==> src/rtl/dma_arb_pkg.sv <==
package dma_arb_pkg;

  // Bus ownership state
  typedef enum logic {
    ARB_FREE = 1'b0,
    ARB_HELD = 1'b1
  } arb_state_e;

  // Ranking scheme selected by the mode input
  typedef enum logic {
    RANK_FIXED  = 1'b0,
    RANK_ROTATE = 1'b1
  } rank_mode_e;

endpackage

==> src/rtl/dma_arb_fixed_pick.sv <==
// Lowest-index-wins picker built as a prefix chain.
module dma_arb_fixed_pick #(
  parameter int NUM_CH = 4
) (
  input  logic [NUM_CH-1:0] req,
  output logic [NUM_CH-1:0] pick
);

  // seen[i]: some channel below i requests
  logic [NUM_CH-1:0] seen;

  assign seen[0] = 1'b0;
  assign pick[0] = req[0];

  genvar i;
  generate
    for (i = 1; i < NUM_CH; i++) begin : g_chain
      assign seen[i] = seen[i-1] | req[i-1];
      assign pick[i] = req[i] & ~seen[i];
    end
  endgenerate

endmodule

==> src/rtl/dma_arb_rr_pick.sv <==
// Rotating picker: rotate so the channel after `last` sits at position 0,
// apply the fixed chain, then rotate the result back.
module dma_arb_rr_pick #(
  parameter int NUM_CH = 4,
  parameter int IW     = 2
) (
  input  logic [NUM_CH-1:0] req,
  input  logic [IW-1:0]     last,
  output logic [NUM_CH-1:0] pick
);

  logic [NUM_CH-1:0] req_rot;
  logic [NUM_CH-1:0] pick_rot;
  int unsigned       shift;

  always_comb begin
    if (int'(last) >= NUM_CH - 1) shift = 0;
    else                          shift = int'(last) + 1;
  end

  always_comb begin
    for (int j = 0; j < NUM_CH; j++) begin
      req_rot[j] = req[(j + shift) % NUM_CH];
    end
  end

  dma_arb_fixed_pick #(.NUM_CH(NUM_CH)) u_chain (
    .req  (req_rot),
    .pick (pick_rot)
  );

  always_comb begin
    pick = '0;
    for (int j = 0; j < NUM_CH; j++) begin
      pick[(j + shift) % NUM_CH] = pick_rot[j];
    end
  end

endmodule

==> src/rtl/dma_arb_encode.sv <==
// One-hot to index encoder
module dma_arb_encode #(
  parameter int NUM_CH = 4,
  parameter int IW     = 2
) (
  input  logic [NUM_CH-1:0] onehot,
  output logic [IW-1:0]     index
);

  always_comb begin
    index = '0;
    for (int i = 0; i < NUM_CH; i++) begin
      if (onehot[i]) index = IW'(i);
    end
  end

endmodule

==> src/rtl/dma_prio_arbiter.sv <==
module dma_prio_arbiter
  import dma_arb_pkg::*;
#(
  parameter int NUM_CH = 4
) (
  input  logic              clk,
  input  logic              rst_n,
  input  logic [NUM_CH-1:0] ch_req,
  input  logic              rr_mode,
  input  logic              bus_release,
  output logic [NUM_CH-1:0] grant,
  output logic              grant_valid
);

  localparam int IW = (NUM_CH > 1) ? $clog2(NUM_CH) : 1;
  localparam logic [IW-1:0] LAST_INIT = IW'(NUM_CH - 1);

  arb_state_e        state_q;
  logic [IW-1:0]     last_q;
  logic [NUM_CH-1:0] grant_q;
  logic              valid_q;

  logic [NUM_CH-1:0] fixed_win;
  logic [NUM_CH-1:0] rot_win;
  logic [NUM_CH-1:0] winner;
  logic [IW-1:0]     win_idx;
  rank_mode_e        rank_sel;

  // Both rankings are evaluated every cycle; the mode only steers the mux.
  dma_arb_fixed_pick #(.NUM_CH(NUM_CH)) u_fixed (
    .req  (ch_req),
    .pick (fixed_win)
  );

  dma_arb_rr_pick #(.NUM_CH(NUM_CH), .IW(IW)) u_rot (
    .req  (ch_req),
    .last (last_q),
    .pick (rot_win)
  );

  assign rank_sel = rank_mode_e'(rr_mode);
  assign winner   = (rank_sel == RANK_ROTATE) ? rot_win : fixed_win;

  dma_arb_encode #(.NUM_CH(NUM_CH), .IW(IW)) u_enc (
    .onehot (winner),
    .index  (win_idx)
  );

  always_ff @(posedge clk or negedge rst_n) begin
    if (!rst_n) begin
      state_q <= ARB_FREE;
      grant_q <= '0;
      valid_q <= 1'b0;
      last_q  <= LAST_INIT;
    end else begin
      valid_q <= 1'b0;
      unique case (state_q)
        ARB_FREE: begin
          // Arbitrate only on a free bus; an idle cycle leaves the pointer alone.
          if (|ch_req) begin
            grant_q <= winner;
            valid_q <= 1'b1;
            last_q  <= win_idx;
            state_q <= ARB_HELD;
          end
        end
        ARB_HELD: begin
          // The owner keeps the bus until it releases it (burst or per unit).
          if (bus_release) begin
            grant_q <= '0;
            state_q <= ARB_FREE;
          end
        end
        default: state_q <= ARB_FREE;
      endcase
    end
  end

  assign grant       = grant_q;
  assign grant_valid = valid_q;

endmodule

==> config.mk <==
export PLATFORM = sky130hd
export DESIGN_NAME = dma_prio_arbiter
export DESIGN_NICKNAME = d
export VERILOG_FILES = /design/src/rtl/dma_arb_pkg.sv /design/src/rtl/dma_arb_fixed_pick.sv /design/src/rtl/dma_arb_rr_pick.sv /design/src/rtl/dma_arb_encode.sv /design/src/rtl/dma_prio_arbiter.sv
export SDC_FILE = /design/constraint.sdc
export NUM_CORES = 1
export LEC_CHECK = 0
export CORE_MARGIN = 10
export CORE_UTILIZATION = 35
export CTS_BUF_LIST = sky130_fd_sc_hd__clkbuf_8
export DETAILED_ROUTE_END_ITERATION = 10
export SLEW_MARGIN = 10
export SYNTH_ARGS = -nofsm -noshare
export SYNTH_HDL_FRONTEND = slang
export SYNTH_SLANG_ARGS = --single-unit
==> constraint.sdc <==
create_clock -name clk -period 3.1 [get_ports clk]
set_input_delay 0.31 -clock clk [delete_from_list [all_inputs] [get_ports clk]]
set_output_delay 0.31 -clock clk [all_outputs]
set_load 0.05 [all_outputs]
==> Flow_metrics.wiki <==
{| class="wikitable"
! Metric !! Value
|-
| Maximum achievable frequency || 348.0 MHz
|-
| Later-pin clock latency in the skew report || 0.22 ns
|-
| Req. time, crit path || 3.25 ns
|-
| Synthesized instance count || 104
|-
| Depth of the worst register-to-register path || 8
|-
| Worst IR drop on VDD || 0.6363 mV
|-
| Clock edge transition at the registers on the reported setup and hold paths || 0.04 ns
|-
| Seq/Total Area, Yosys || 21.86%
|-
| Post-synthesis cell type count || 42
|-
| Clock root buffer master || sky130_fd_sc_hd__clkbuf_8
|-
| Clock Skews || 0.004366 ns
|-
| Setup Viol. Count Final || 0
|-
| Status || complete, no violations
|-
| Hold slack || 0.3565 ns
|-
| Layout Nets || 133
|-
| Drt wl/cell || 15.63 um
|-
| Max_cap viols || 0
|-
| Number of antenna violations at the first check in global routing || 0
|-
| Number of detailed-route iterations in the first pass || 4
|-
| Vias || 832
|-
| Number of placed I/O pins || 13
|-
| Final count of hold timing violations || 0
|-
| Final instance count without filler cells || 146
|-
| Worst Path Buf+Inv || 1
|-
| Critical Path Fanout Max || 9
|-
| Category of the worst setup path launch point || register
|-
| Placeable Area || 2500 um2
|-
| Post-CTS Hold Fix Bufs || 0
|-
| DPL Wire Length || 1802 um
|-
| Residual overflow from global routing || 0
|-
| Number of clock buffers inserted by TritonCTS || 3
|-
| Count of final max-slew check failures || 0
|-
| Min cycle time layout || 2.874 ns
|-
| Cell type group with the largest total delay on the critical path || compound AO/OA/AOI/OAI gates
|-
| Synthesis-stage register bit count || 8
|-
| Total negative slack for setup checks || 0 ns
|-
| WS Path Type || register to register
|-
| Number of port buffers || 12
|-
| Data arrival time at the worst-slack endpoint || 3.02 ns
|-
| Fraction of layout cells with a size suffix above 1 || 17.24%
|-
| R2R Path End || last_q[1]$_DFFE_PN1P_
|-
| Via count of the first global-routing pass || 844
|-
| DIE HEIGHT || 71.47 um
|-
| Syn_nets || 120
|-
| Number of DRC violations after detailed-routing iteration 0 || 90
|-
| Hold Crit Class || input pin to async pin
|-
| Number of setup buffers added after CTS || 0
|-
| Share of the cycle needed by the critical path after routing || 92.70%
|-
| Initial cell density of the core || 37.09%
|-
| Commonest cells after routing, fill and taps aside || sky130_fd_sc_hd__nor2_1, sky130_fd_sc_hd__clkdlybuf4s50_1, sky130_fd_sc_hd__nand2_1, sky130_fd_sc_hd__ha_1
|-
| Clock tree sinks || 8
|-
| Average cell area after synthesis || 8.915 um2
|-
| Maximum number of pins on one net before global-route repair || 14
|-
| Slowest Stage Delay on Critical Path || 0.63 ns
|-
| First-pass GRT wire length || 3877 um
|-
| Tightest slew margin relative to the limit || 63.31%
|-
| Detail-routed via count per cell || 5.699
|-
| Diode insertion count for antenna repair || 0
|-
| Post-cts repair resize count || 0
|-
| Routed wire length || 2282 um
|-
| Number of routed nets with antenna violations || 0
|-
| Routability-driven placement congestion ratio || 0.9265
|-
| RSZ-0062 raised after global routing || no
|-
| Post-placement cell count || 142
|-
| Least-Margin Pin Slew || 0.5486 ns
|-
| Internal reg-to-reg setup slack || 0.23 ns
|-
| Max clock buf depth || 2
|-
| Total number of H-tree levels || 1
|-
| Crit path capture type || register
|-
| Post-Syn Area || 927.1 um2
|-
| Number of DRC violations after detailed routing || 0
|-
| Worst path cell trace || inv_1 -> ha_1 -> mux2_2 -> or3_1 -> o32ai_1 -> a211oi_1 -> a311oi_2 -> o21bai_1
|-
| R2r startpoint || last_q[0]$_DFFE_PN1P_
|-
| Total routing resource utilization after global routing || 9.035%
|-
| Site Rows || 18
|-
| Leakage || 0.4698 nW
|-
| CP max stage cell || sky130_fd_sc_hd__dfstp_2
|-
| Area enclosed by the die boundary || 5108 um2
|-
| Synth warn || 0
|-
| Chip Width || 71.47 um
|-
| Synthesis-to-layout area growth || 19.30%
|-
| P per Cell Area || 1051 nW/um2
|-
| Clock tree from TritonCTS || yes
|}
[layer usage]
metal | GRT usage [%] | wire length (um)
met1 | 11.60 | 1111
met2 | 13.92 | 1011
met3 | 2.342 | 137
met4 | 3.656 | 21
met5 | 0 | 0
[metrics by stage]
step	setup slack, ns	cell area, um2	total power, mW	utilization (%)
after global placement	0.2734	1061	1.041	42.44
after floorplan	0.5946	927.1	0.8374	-
after detailed placement	0.2745	1061	1.033	42.44
final	0.2263	1106	1.162	44.24
after global routing	0.09069	1106	1.254	44.24
after CTS	0.2535	1106	1.166	44.24
[state kept, by name, summed over array words and instances (netlist names)]
name         flops
last_q           2
state_q          1
grant            4
grant_valid      1
[logic make-up after synthesis]
family	Yosys count	share of synthesized area, %
flip-flops	8	21.86
buffers and inverters	8	4.182
adder cells (fa/ha/maj)	8	10.80
multiplexers	10	13.90
AND/OR/NAND/NOR	41	24.70
AO/OA/AOI/OAI	29	24.56
[cell usage after synthesis, drive strengths merged]
library cell / n / area share, %
a311o: 1 / 1.1
dfstp: 2 / 5.7
or4b: 1 / 1.1
o21bai: 2 / 1.6
a211o: 1 / 0.94
clkbuf: 1 / 0.40
nor3: 3 / 1.6
dfrtp: 6 / 16
ha: 8 / 11
o32ai: 1 / 0.94
nor3b: 2 / 1.6
nor4: 1 / 0.68
a21o: 2 / 1.6
nor4b: 2 / 1.9
or3: 1 / 0.68
a311oi: 1 / 1.6
a32o: 1 / 1.2
inv: 4 / 1.6
nor2: 15 / 8.0
nand3: 2 / 1.1
nand2b: 5 / 4.2
o221ai: 1 / 1.6
a221o: 1 / 1.1
buf: 3 / 2.2
mux2i: 5 / 5.4
o21ai: 4 / 2.2
mux2: 3 / 3.6
nor2b: 1 / 0.68
a211oi: 5 / 4.6
a31o: 1 / 0.94
a22o: 1 / 0.94
nand2: 8 / 3.2
a21oi: 7 / 4.2
mux4: 2 / 4.9
[how the worst max path moves through the flow]
stage               slack, ns                    end  cells past startpoint                   from
floorplan                0.59  last_q[0]$_DFFE_PN1P_                      8  last_q[0]$_DFFE_PN1P_
detailed placement       0.27  last_q[1]$_DFFE_PN1P_                      8  last_q[0]$_DFFE_PN1P_
CTS                      0.25  last_q[1]$_DFFE_PN1P_                      8  last_q[0]$_DFFE_PN1P_
global route             0.09  last_q[1]$_DFFE_PN1P_                      8  last_q[0]$_DFFE_PN1P_
finish                   0.23  last_q[1]$_DFFE_PN1P_                      8  last_q[0]$_DFFE_PN1P_
global placement         0.27  last_q[1]$_DFFE_PN1P_                      8  last_q[0]$_DFFE_PN1P_
[where the power goes]
group | total (mW) | switching, mW | leakage, nW | internal [mW]
logic | 0.828 | 0.501 | 0.346 | 0.327
clock network | 0.123 | 0.0375 | 0.0269 | 0.0854
registers | 0.211 | 0.0451 | 0.0969 | 0.166
[final cells by class]
class / count / area [um2]
clock buffers: 3 / 41.29
well taps: 30 / 37.54
multi-input cells: 88 / 685.7
clock inverters: 1 / 3.754
flip-flops and latches: 8 / 202.7
fillers: 239 / 1394
repair buffers: 12 / 120.1
inverters: 4 / 15.01
Power figures use the tool's default switching activity.
